## config.mk

```make
export PLATFORM = sky130hd
export DESIGN_NAME = sysreg_cp_port
export DESIGN_NICKNAME = d
export VERILOG_FILES = /design/src/rtl/cp_port_pkg.sv /design/src/rtl/cp_xfer_pipe.sv /design/src/rtl/cp_addr_decode.sv /design/src/rtl/cp_reg_bank.sv /design/src/rtl/sysreg_cp_port.sv
export SDC_FILE = /design/constraint.sdc
export NUM_CORES = 1
export LEC_CHECK = 0
export BUFFER_PORTS_ARGS = -buffer_cell sky130_fd_sc_hd__buf_2
export CAP_MARGIN = 20
export CORE_ASPECT_RATIO = 0.5
export CORE_MARGIN = 2
export CORE_UTILIZATION = 55
export DETAILED_ROUTE_END_ITERATION = 8
export GPL_ROUTABILITY_DRIVEN = 0
export PLACE_DENSITY_LB_ADDON = 0.15
export SLEW_MARGIN = 30
export SYNTH_ARGS = -nofsm -noshare
export SYNTH_HDL_FRONTEND = slang
export SYNTH_SLANG_ARGS = --single-unit
```

## constraint.sdc

```tcl
create_clock -name clk -period 2.4 [get_ports clk]
set_clock_uncertainty 0.2 [all_clocks]
set_input_delay 0.24 -clock clk [delete_from_list [all_inputs] [get_ports clk]]
set_output_delay 0.24 -clock clk [all_outputs]
set_load 0.01 [all_outputs]
```

## src/rtl/cp_port_pkg.sv

```systemverilog
// Package: shared types for the coprocessor register port.
// Assumes the 15-bit address layout documented in the brief.
package cp_port_pkg;

    localparam int DATA_W = 32;

    // Encoded address, most significant field first.
    typedef struct packed {
        logic [2:0] opc1;
        logic [3:0] crn;
        logic [3:0] crm;
        logic       is_cp15;
        logic [2:0] opc2;
    } cp_addr_t;

    // Request carried down the pipeline.
    typedef struct packed {
        logic     vld;
        logic     wr;
        cp_addr_t addr;
    } cp_req_t;

endpackage

```

## src/rtl/cp_xfer_pipe.sv

```systemverilog
// cp_xfer_pipe: holds each captured request for LATENCY cycles so that
// it lines up with the late data/commit inputs. A new request can be
// accepted on every clock. Assumes LATENCY >= 1.
module cp_xfer_pipe
    import cp_port_pkg::*;
#(
    parameter int LATENCY = 2
) (
    input  logic     clk,
    input  logic     rst_n,
    input  logic     in_vld,
    input  logic     in_wr,
    input  cp_addr_t in_addr,
    output cp_req_t  out_req
);

    cp_req_t stg [LATENCY];

    for (genvar g = 0; g < LATENCY; g++) begin : g_stage
        if (g == 0) begin : g_head
            // Capture direction and address in the enable cycle.
            always_ff @(posedge clk) begin
                if (!rst_n) stg[0] <= '0;
                else        stg[0] <= '{vld: in_vld, wr: in_wr, addr: in_addr};
            end


            s1_capture_chk: assert property (@(posedge clk) disable iff (!rst_n)
                in_vld |=> stg[0].vld);
        end else begin : g_body
            // Advance the request one stage.
            always_ff @(posedge clk) begin
                if (!rst_n) stg[g] <= '0;
                else        stg[g] <= stg[g-1];
            end


            stage_adv_chk: assert property (@(posedge clk) disable iff (!rst_n)
                stg[g-1].vld |=> (stg[g].vld && stg[g].addr == $past(stg[g-1].addr)));
        end
    end

    assign out_req = stg[LATENCY-1];

endmodule

```

## src/rtl/cp_addr_decode.sv

```systemverilog
// cp_addr_decode: matches an encoded address against the register window
// (cp14, fixed opcode-1/primary/opcode-2, secondary = index).
// Assumes NUM_REGS <= 16 so the index fits the secondary field.
module cp_addr_decode
    import cp_port_pkg::*;
#(
    parameter int          NUM_REGS = 4,
    parameter int          IDX_W    = 2,
    parameter logic [2:0]  OPC1_SEL = 3'd1,
    parameter logic [3:0]  CRN_SEL  = 4'd0,
    parameter logic [2:0]  OPC2_SEL = 3'd0
) (
    input  cp_addr_t         addr,
    output logic             hit,
    output logic [IDX_W-1:0] idx
);

    // Field compare and range check on the secondary number.
    always_comb begin
        hit = !addr.is_cp15
              && (addr.opc1 == OPC1_SEL)
              && (addr.crn  == CRN_SEL)
              && (addr.opc2 == OPC2_SEL)
              && (32'(addr.crm) < NUM_REGS);
        idx = addr.crm[IDX_W-1:0];
    end

endmodule

```

## src/rtl/cp_reg_bank.sv

```systemverilog
// cp_reg_bank: example register bank. One slot is a read-only constant,
// one slot is secure-only, the rest are plain 32-bit registers.
// Assumes the caller only raises wr_en for a decoded hit.
module cp_reg_bank
    import cp_port_pkg::*;
#(
    parameter int               NUM_REGS = 4,
    parameter int               IDX_W    = 2,
    parameter int               RO_IDX   = 1,
    parameter int               SEC_IDX  = 3,
    parameter logic [DATA_W-1:0] ID_VALUE = 32'h1C5A_0001
) (
    input  logic              clk,
    input  logic              rst_n,
    input  logic              wr_en,
    input  logic [IDX_W-1:0]  wr_idx,
    input  logic [DATA_W-1:0] wdata,
    input  logic              nonsec,
    input  logic [IDX_W-1:0]  rd_idx,
    output logic [DATA_W-1:0] rdata,
    output logic [DATA_W-1:0] slot0
);

    logic [DATA_W-1:0] q [NUM_REGS];

    for (genvar g = 0; g < NUM_REGS; g++) begin : g_slot
        if (g == RO_IDX) begin : g_ro
            assign q[g] = ID_VALUE;
        end else if (g == SEC_IDX) begin : g_sec
            // Secure-only slot: non-secure writes are dropped.
            always_ff @(posedge clk) begin
                if (!rst_n)                                       q[g] <= '0;
                else if (wr_en && wr_idx == IDX_W'(g) && !nonsec) q[g] <= wdata;
            end


            secure_guard_chk: assert property (@(posedge clk) disable iff (!rst_n)
                (wr_en && nonsec && wr_idx == IDX_W'(g)) |=> $stable(q[g]));
        end else begin : g_rw
            // Plain read/write slot.
            always_ff @(posedge clk) begin
                if (!rst_n)                             q[g] <= '0;
                else if (wr_en && wr_idx == IDX_W'(g))  q[g] <= wdata;
            end
        end
    end

    // Read mux; secure slot reads zero for non-secure callers.
    always_comb begin
        rdata = '0;
        for (int k = 0; k < NUM_REGS; k++) begin
            if (rd_idx == IDX_W'(k) && !(k == SEC_IDX && nonsec)) rdata = q[k];
        end
    end

    assign slot0 = q[0];

endmodule

```

## src/rtl/sysreg_cp_port.sv

```systemverilog
// sysreg_cp_port: slave end of a pipelined coprocessor register link.
// Request (direction, address) arrives with cp_en; data, security bits
// and commit arrive LATENCY cycles later. Uncommitted transfers have no
// effect. Assumes LATENCY stays small (a few cycles).
module sysreg_cp_port
    import cp_port_pkg::*;
#(
    parameter int          NUM_REGS = 4,
    parameter int          LATENCY  = 2,
    parameter logic [2:0]  OPC1_SEL = 3'd1,
    parameter logic [3:0]  CRN_SEL  = 4'd0,
    parameter logic [2:0]  OPC2_SEL = 3'd0,
    parameter int          RO_IDX   = 1,
    parameter int          SEC_IDX  = 3,
    parameter logic [31:0] ID_VALUE = 32'h1C5A_0001
) (
    input  logic        clk,
    input  logic        rst_n,
    input  logic        cp_en,
    input  logic        cp_wr,
    input  logic [14:0] cp_addr,
    input  logic        cp_commit,
    input  logic [1:0]  cp_sec,
    input  logic [31:0] cp_wdata,
    output logic [31:0] cp_rdata,
    output logic [31:0] ctl_reg
);

    localparam int IDX_W = (NUM_REGS > 1) ? $clog2(NUM_REGS) : 1;

    cp_req_t           tail;
    logic              hit;
    logic [IDX_W-1:0]  idx;
    logic              fire, wr_fire, rd_fire;
    logic [DATA_W-1:0] bank_rd;
    logic              unused_sec;

    assign unused_sec = cp_sec[1];

    cp_xfer_pipe #(.LATENCY(LATENCY)) u_pipe (
        .clk     (clk),
        .rst_n   (rst_n),
        .in_vld  (cp_en),
        .in_wr   (cp_wr),
        .in_addr (cp_addr_t'(cp_addr)),
        .out_req (tail)
    );

    cp_addr_decode #(
        .NUM_REGS (NUM_REGS),
        .IDX_W    (IDX_W),
        .OPC1_SEL (OPC1_SEL),
        .CRN_SEL  (CRN_SEL),
        .OPC2_SEL (OPC2_SEL)
    ) u_dec (
        .addr (tail.addr),
        .hit  (hit),
        .idx  (idx)
    );

    // Commit-cycle qualification of the pending request.
    always_comb begin
        fire    = tail.vld && cp_commit && hit;
        wr_fire = fire && tail.wr;
        rd_fire = fire && !tail.wr;
    end

    cp_reg_bank #(
        .NUM_REGS (NUM_REGS),
        .IDX_W    (IDX_W),
        .RO_IDX   (RO_IDX),
        .SEC_IDX  (SEC_IDX),
        .ID_VALUE (ID_VALUE)
    ) u_bank (
        .clk    (clk),
        .rst_n  (rst_n),
        .wr_en  (wr_fire),
        .wr_idx (idx),
        .wdata  (cp_wdata),
        .nonsec (cp_sec[0]),
        .rd_idx (idx),
        .rdata  (bank_rd),
        .slot0  (ctl_reg)
    );

    // Present read data only during a committed read.
    assign cp_rdata = rd_fire ? bank_rd : '0;


    cancel_stable_chk: assert property (@(posedge clk) disable iff (!rst_n)
        (tail.vld && !cp_commit) |=> $stable(ctl_reg));


    rdata_window_chk: assert property (@(posedge clk) disable iff (!rst_n)
        (cp_rdata != '0) |-> (tail.vld && !tail.wr && cp_commit));

endmodule

```

Word level (Yosys, flattened, before mapping). Memory sizes are Yosys's and may differ from the RTL's. Index checks and enable logic that the tools add are counted.

RAM bits: 34. Memories: 1. Word-level logic and storage cells: 39. Flip-flop bits (word level): 96.

Bitwise logic cells: 2. $lt $le $gt $ge: 1. Reduce and logical (&&, ||, !) cells: 19. Eq/ne operators: 4. Mux-type cells: 9.

Memory list: u_pipe.stg (words 2, width 17, read ports 2, clocked after memory_dff 0, write ports 2, line cp_xfer_pipe.sv:17) `cp_req_t stg [LATENCY];`.

Operators by type and width (number): $mux W32 (5); $mux W17 (2); $logic_and A1 B1 Y1 (13); $eq A2 B2 Y1 const B (2); $logic_not A4 Y1 (1); $lt A4 B3 Y1 const B (1); $eq A3 B1 Y1 const B (1); $logic_not A1 Y1 (3); $logic_not A3 Y1 (1); $eq A2 B1 Y1 const B (1); $logic_not A2 Y1 (1); $mux W1 (2); $or A1 B1 Y1 (2).

Longest topological paths before layout. An unclocked memory read counts as a cell.

Word-level depth: 10. Depth in mapped cells: 6. Mapped depth without buffers: 4.

By module. From an unflattened synthesis, not the netlist that was laid out.

Cells, all modules: 643. Area, all modules: 6077.1 um^2.

Modules (own cells, without submodules): cp_reg_bank (area an instance 4805.9 um^2, cells each 528, sequential area each 1921.8 um^2, times used 1); cp_xfer_pipe (area an instance 950.9 um^2, cells each 71, sequential area each 680.7 um^2, times used 1); sysreg_cp_port (area an instance 266.5 um^2, cells each 37, sequential area each 0.0 um^2, times used 1); cp_addr_decode (area an instance 53.8 um^2, cells each 7, sequential area each 0.0 um^2, times used 1).

Worst setup path before layout. Ideal clock, no wire load.

Path kind: register -> output. From: memory u_pipe.stg[1][8] (netlist name). To: output cp_rdata[19]. Cell stages (with the launch flop): 6. Path slack: 0.480 ns. Arrival: 1.480 ns. Data required time: 1.960 ns. Buffers on the path: 1. Cells stage by stage: dfxtp_1 > nor4_2 > nor2b_1 > nand4_1 > clkbuf_1 > a211oi_1.

RTL lines: start, declared (line cp_xfer_pipe.sv:17); end, declared (line sysreg_cp_port.sv:25) `output logic [31:0] cp_rdata,`.

==> metrics <==
Initial DRT Pass Iterations=5; Hold Crit Depth=1; Worst-path clk slew=0.06 ns; Synth Register Bits=130; WL/cell=roughly 15 um; Ant. Diodes=0; CTS Root Cell=clkbuf_16; nets=841; Hold Path Class=flop to flop; final period utilization=101%; CP Capture Type=primary output; Cells after Synth=645; Synth cell types=26; clk sink count=130; Critical Path AT=approximately 2.0 ns; initial antenna violation count=0; Async S/R FF share, synth=0%; cell total after placement=838; reg2reg setup slack=approximately 0.31 ns; Initial Utilization=56.6%; core region area=0.0102 mm^2; Hold Crit Endpoint=u_pipe.stg[1][16]; Vias=between 4000 and 5000; placed instance area=0.00624 mm^2; RSZ-0062 raised after global routing=true; RR Startpoint=u_pipe.stg[1][8]; failing checks=negative setup slack; total negative setup slack=-0.0202 ns; Port Buffer Count=~120; hold path start=u_pipe.stg[0][16]; area added between synthesis and finish=32.5%; Max VDD drop=between 400 and 500 uV; CP Launch Point=u_pipe.stg[1][8]; Antenna Nets Post-Route=0; FF+latch area=0.00261 mm^2; pwr/cell area=672 mW/mm^2; Syn Nets=699; hpwl dp=7830 um; Tmin final=2.42 ns; Top Ports=118; CTS tree=done; number of global-route vias before repair=roughly 4700; total leakage power=0.00291 uW; number of flops mapped to enable cells by yosys=0; Fmax achieved=414 MHz; ratio of cells with drive above 1 in the final layout=24.5%; Mapped Area=0.00576 mm^2; clock latency at the later pin of the worst-skew pair=between 0.4 and 0.5 ns; worst rel slew slack=60.1%; htree depth=4; site row count=26; most common flop cell mapped by yosys=dfxtp_1; first-pass GRT wire length=22700 um; Critical Path Source Type=flop; DR iter-0 viols=227; DR vias/cell=5.06; Multi-input gate area=0.00264 mm^2; DRC viols=0; width of the die=149 um; Final Hold Viols=0; Detailed Route WL=13700 um; Total GRT Usage=about a quarter; Slew Viols, Final=0; CP Class=flop to primary output; R2R depth=7; Worst Setup Slack post-DPL=0.315 ns; Die Ht=76.4 um; largest net degree at the start of global routing=slightly below 80; mean post-synth cell area=around 9 um^2; post-layout util=74.9%; Design Area, Final=0.00763 mm^2; sequential share of the synthesized area=45.2%; status=finished, violations left; min setup slack post-route=-0.0152 ns; Syn. warnings=0; CP required=slightly below 2 ns; CTS buffer count=17; FF-to-FF End=u_bank.q[10]; Post-Layout Cell Count=939; max_cap viols=0; Slew @ Worst Pin=~0.6 ns; DIE AREA=0.0114 mm^2; Clock Path Buffers=2; Fill cells=just over 700; crit path max fanout=11; gr ovfl total=0; final setup fails=2
==> layer usage <==
metal  part of all wire [%]  global-route usage [%]
met5                      0                       0
met4                    1.4                    10.8
met3                    5.4                    5.51
met2                     48                    42.7
met1                     45                    31.5
==> power by group <==
group | internal [uW] | leakage, uW | switching, uW | total (uW)
logic | 159 | 0.00158 | 155 | 314
registers | 2190 | 0.00106 | 15.1 | 2200
clock network | 1650 | 0.000276 | 959 | 2610
total | 4000 | 0.00291 | 1130 | 5130
==> area by class of cell <==
class / instances / area share (%)
multi-input combinational: 403 / 34.6
inverter: 33 / 1.62
timing repair buffer: 202 / 19.4
sequential: 130 / 34.2
tap: 140 / 2.30
clock inverter: 13 / 2.13
clock buffer: 18 / 5.76
==> flip-flops by register name (all words and copies together) (netlist names) <==
signal,count
u_bank.q,64
u_bank.slot0,32
u_pipe.stg,34
==> layout by cell type, fill, tap and decap left out, types with 2 or more instances in the layout <==
cell and n:
nand2_1 129, dfxtp_1 127, buf_2 115, mux2i_1 96, dlygate4sd3_1 66, o21ai_0 40
and2_1 34, inv_1 33, nand3b_1 24, a22oi_1 24, nor2_1 24, clkbuf_16 17
buf_4 12, nor2_2 9, a211oi_2 8, clkinvlp_4 6, buf_12 6, nor4_4 3
bufinv_16 3, dfxtp_2 3, nand3_1 2, clkinv_2 2, clkinv_4 2, buf_6 2
==> stage by stage <==
step / hold slack (ns) / power [uW]
floorplan: 0.167 / 2370
global placement: 0.218 / 2460
detailed placement: 0.217 / 2460
CTS: 0.230 / 5150
global route: 0.250 / 5310
finish: 0.231 / 5130
==> critical path, stage by stage (launching register included) <==
cell and delay [ns]:
dfxtp_2 0.33, nor4_4 0.30, nor2b_2 0.19, nand4_1 0.11, buf_6 0.17, buf_8 0.15
a211oi_2 0.14, buf_2 0.17
==> Yosys cell counts (2+ instances only) <==
master	count	area, um^2
buf_4	35	263
clkbuf_1	38	143
buf_6	6	67.6
a211oi_1	8	60.1
dfxtp_1	130	2600
mux2i_1	96	961
inv_1	33	124
a22oi_1	24	180
nor4_4	2	42.5
nand3b_1	24	180
o21ai_0	40	200
nand2_1	129	484
nand3_1	2	10.0
nor2_1	33	124
and2_1	34	213
==> worst max-delay path by stage <==
stage,endpoint,slack (ns),depth (start not counted)
final,cp_rdata[17],-0.02,7
after global routing,cp_rdata[11],-0.14,7
after CTS,cp_rdata[28],-0.0009,7
after detailed placement,cp_rdata[27],0.32,6
after global placement,cp_rdata[0],0.36,6
after floorplan,cp_rdata[19],0.48,5
==> repair_timing <==
item,CTS,global route
setup buffers,2,1
endpoints found under the hold margin,114,0
hold buffers,66,0
cloned,1,0
endpoints found under the setup margin,30,32
resized for setup,15,14
pin swaps,1,1
==> kinds of logic after synthesis <==
| kind of cell | synth area share [%] |
|---|---|
| buf+inv | 10.4 |
| mux | 16.7 |
| flops | 45.2 |
| compound gates | 7.65 |
| simple gates | 20.1 |
(Power assumes the default switching activity.)
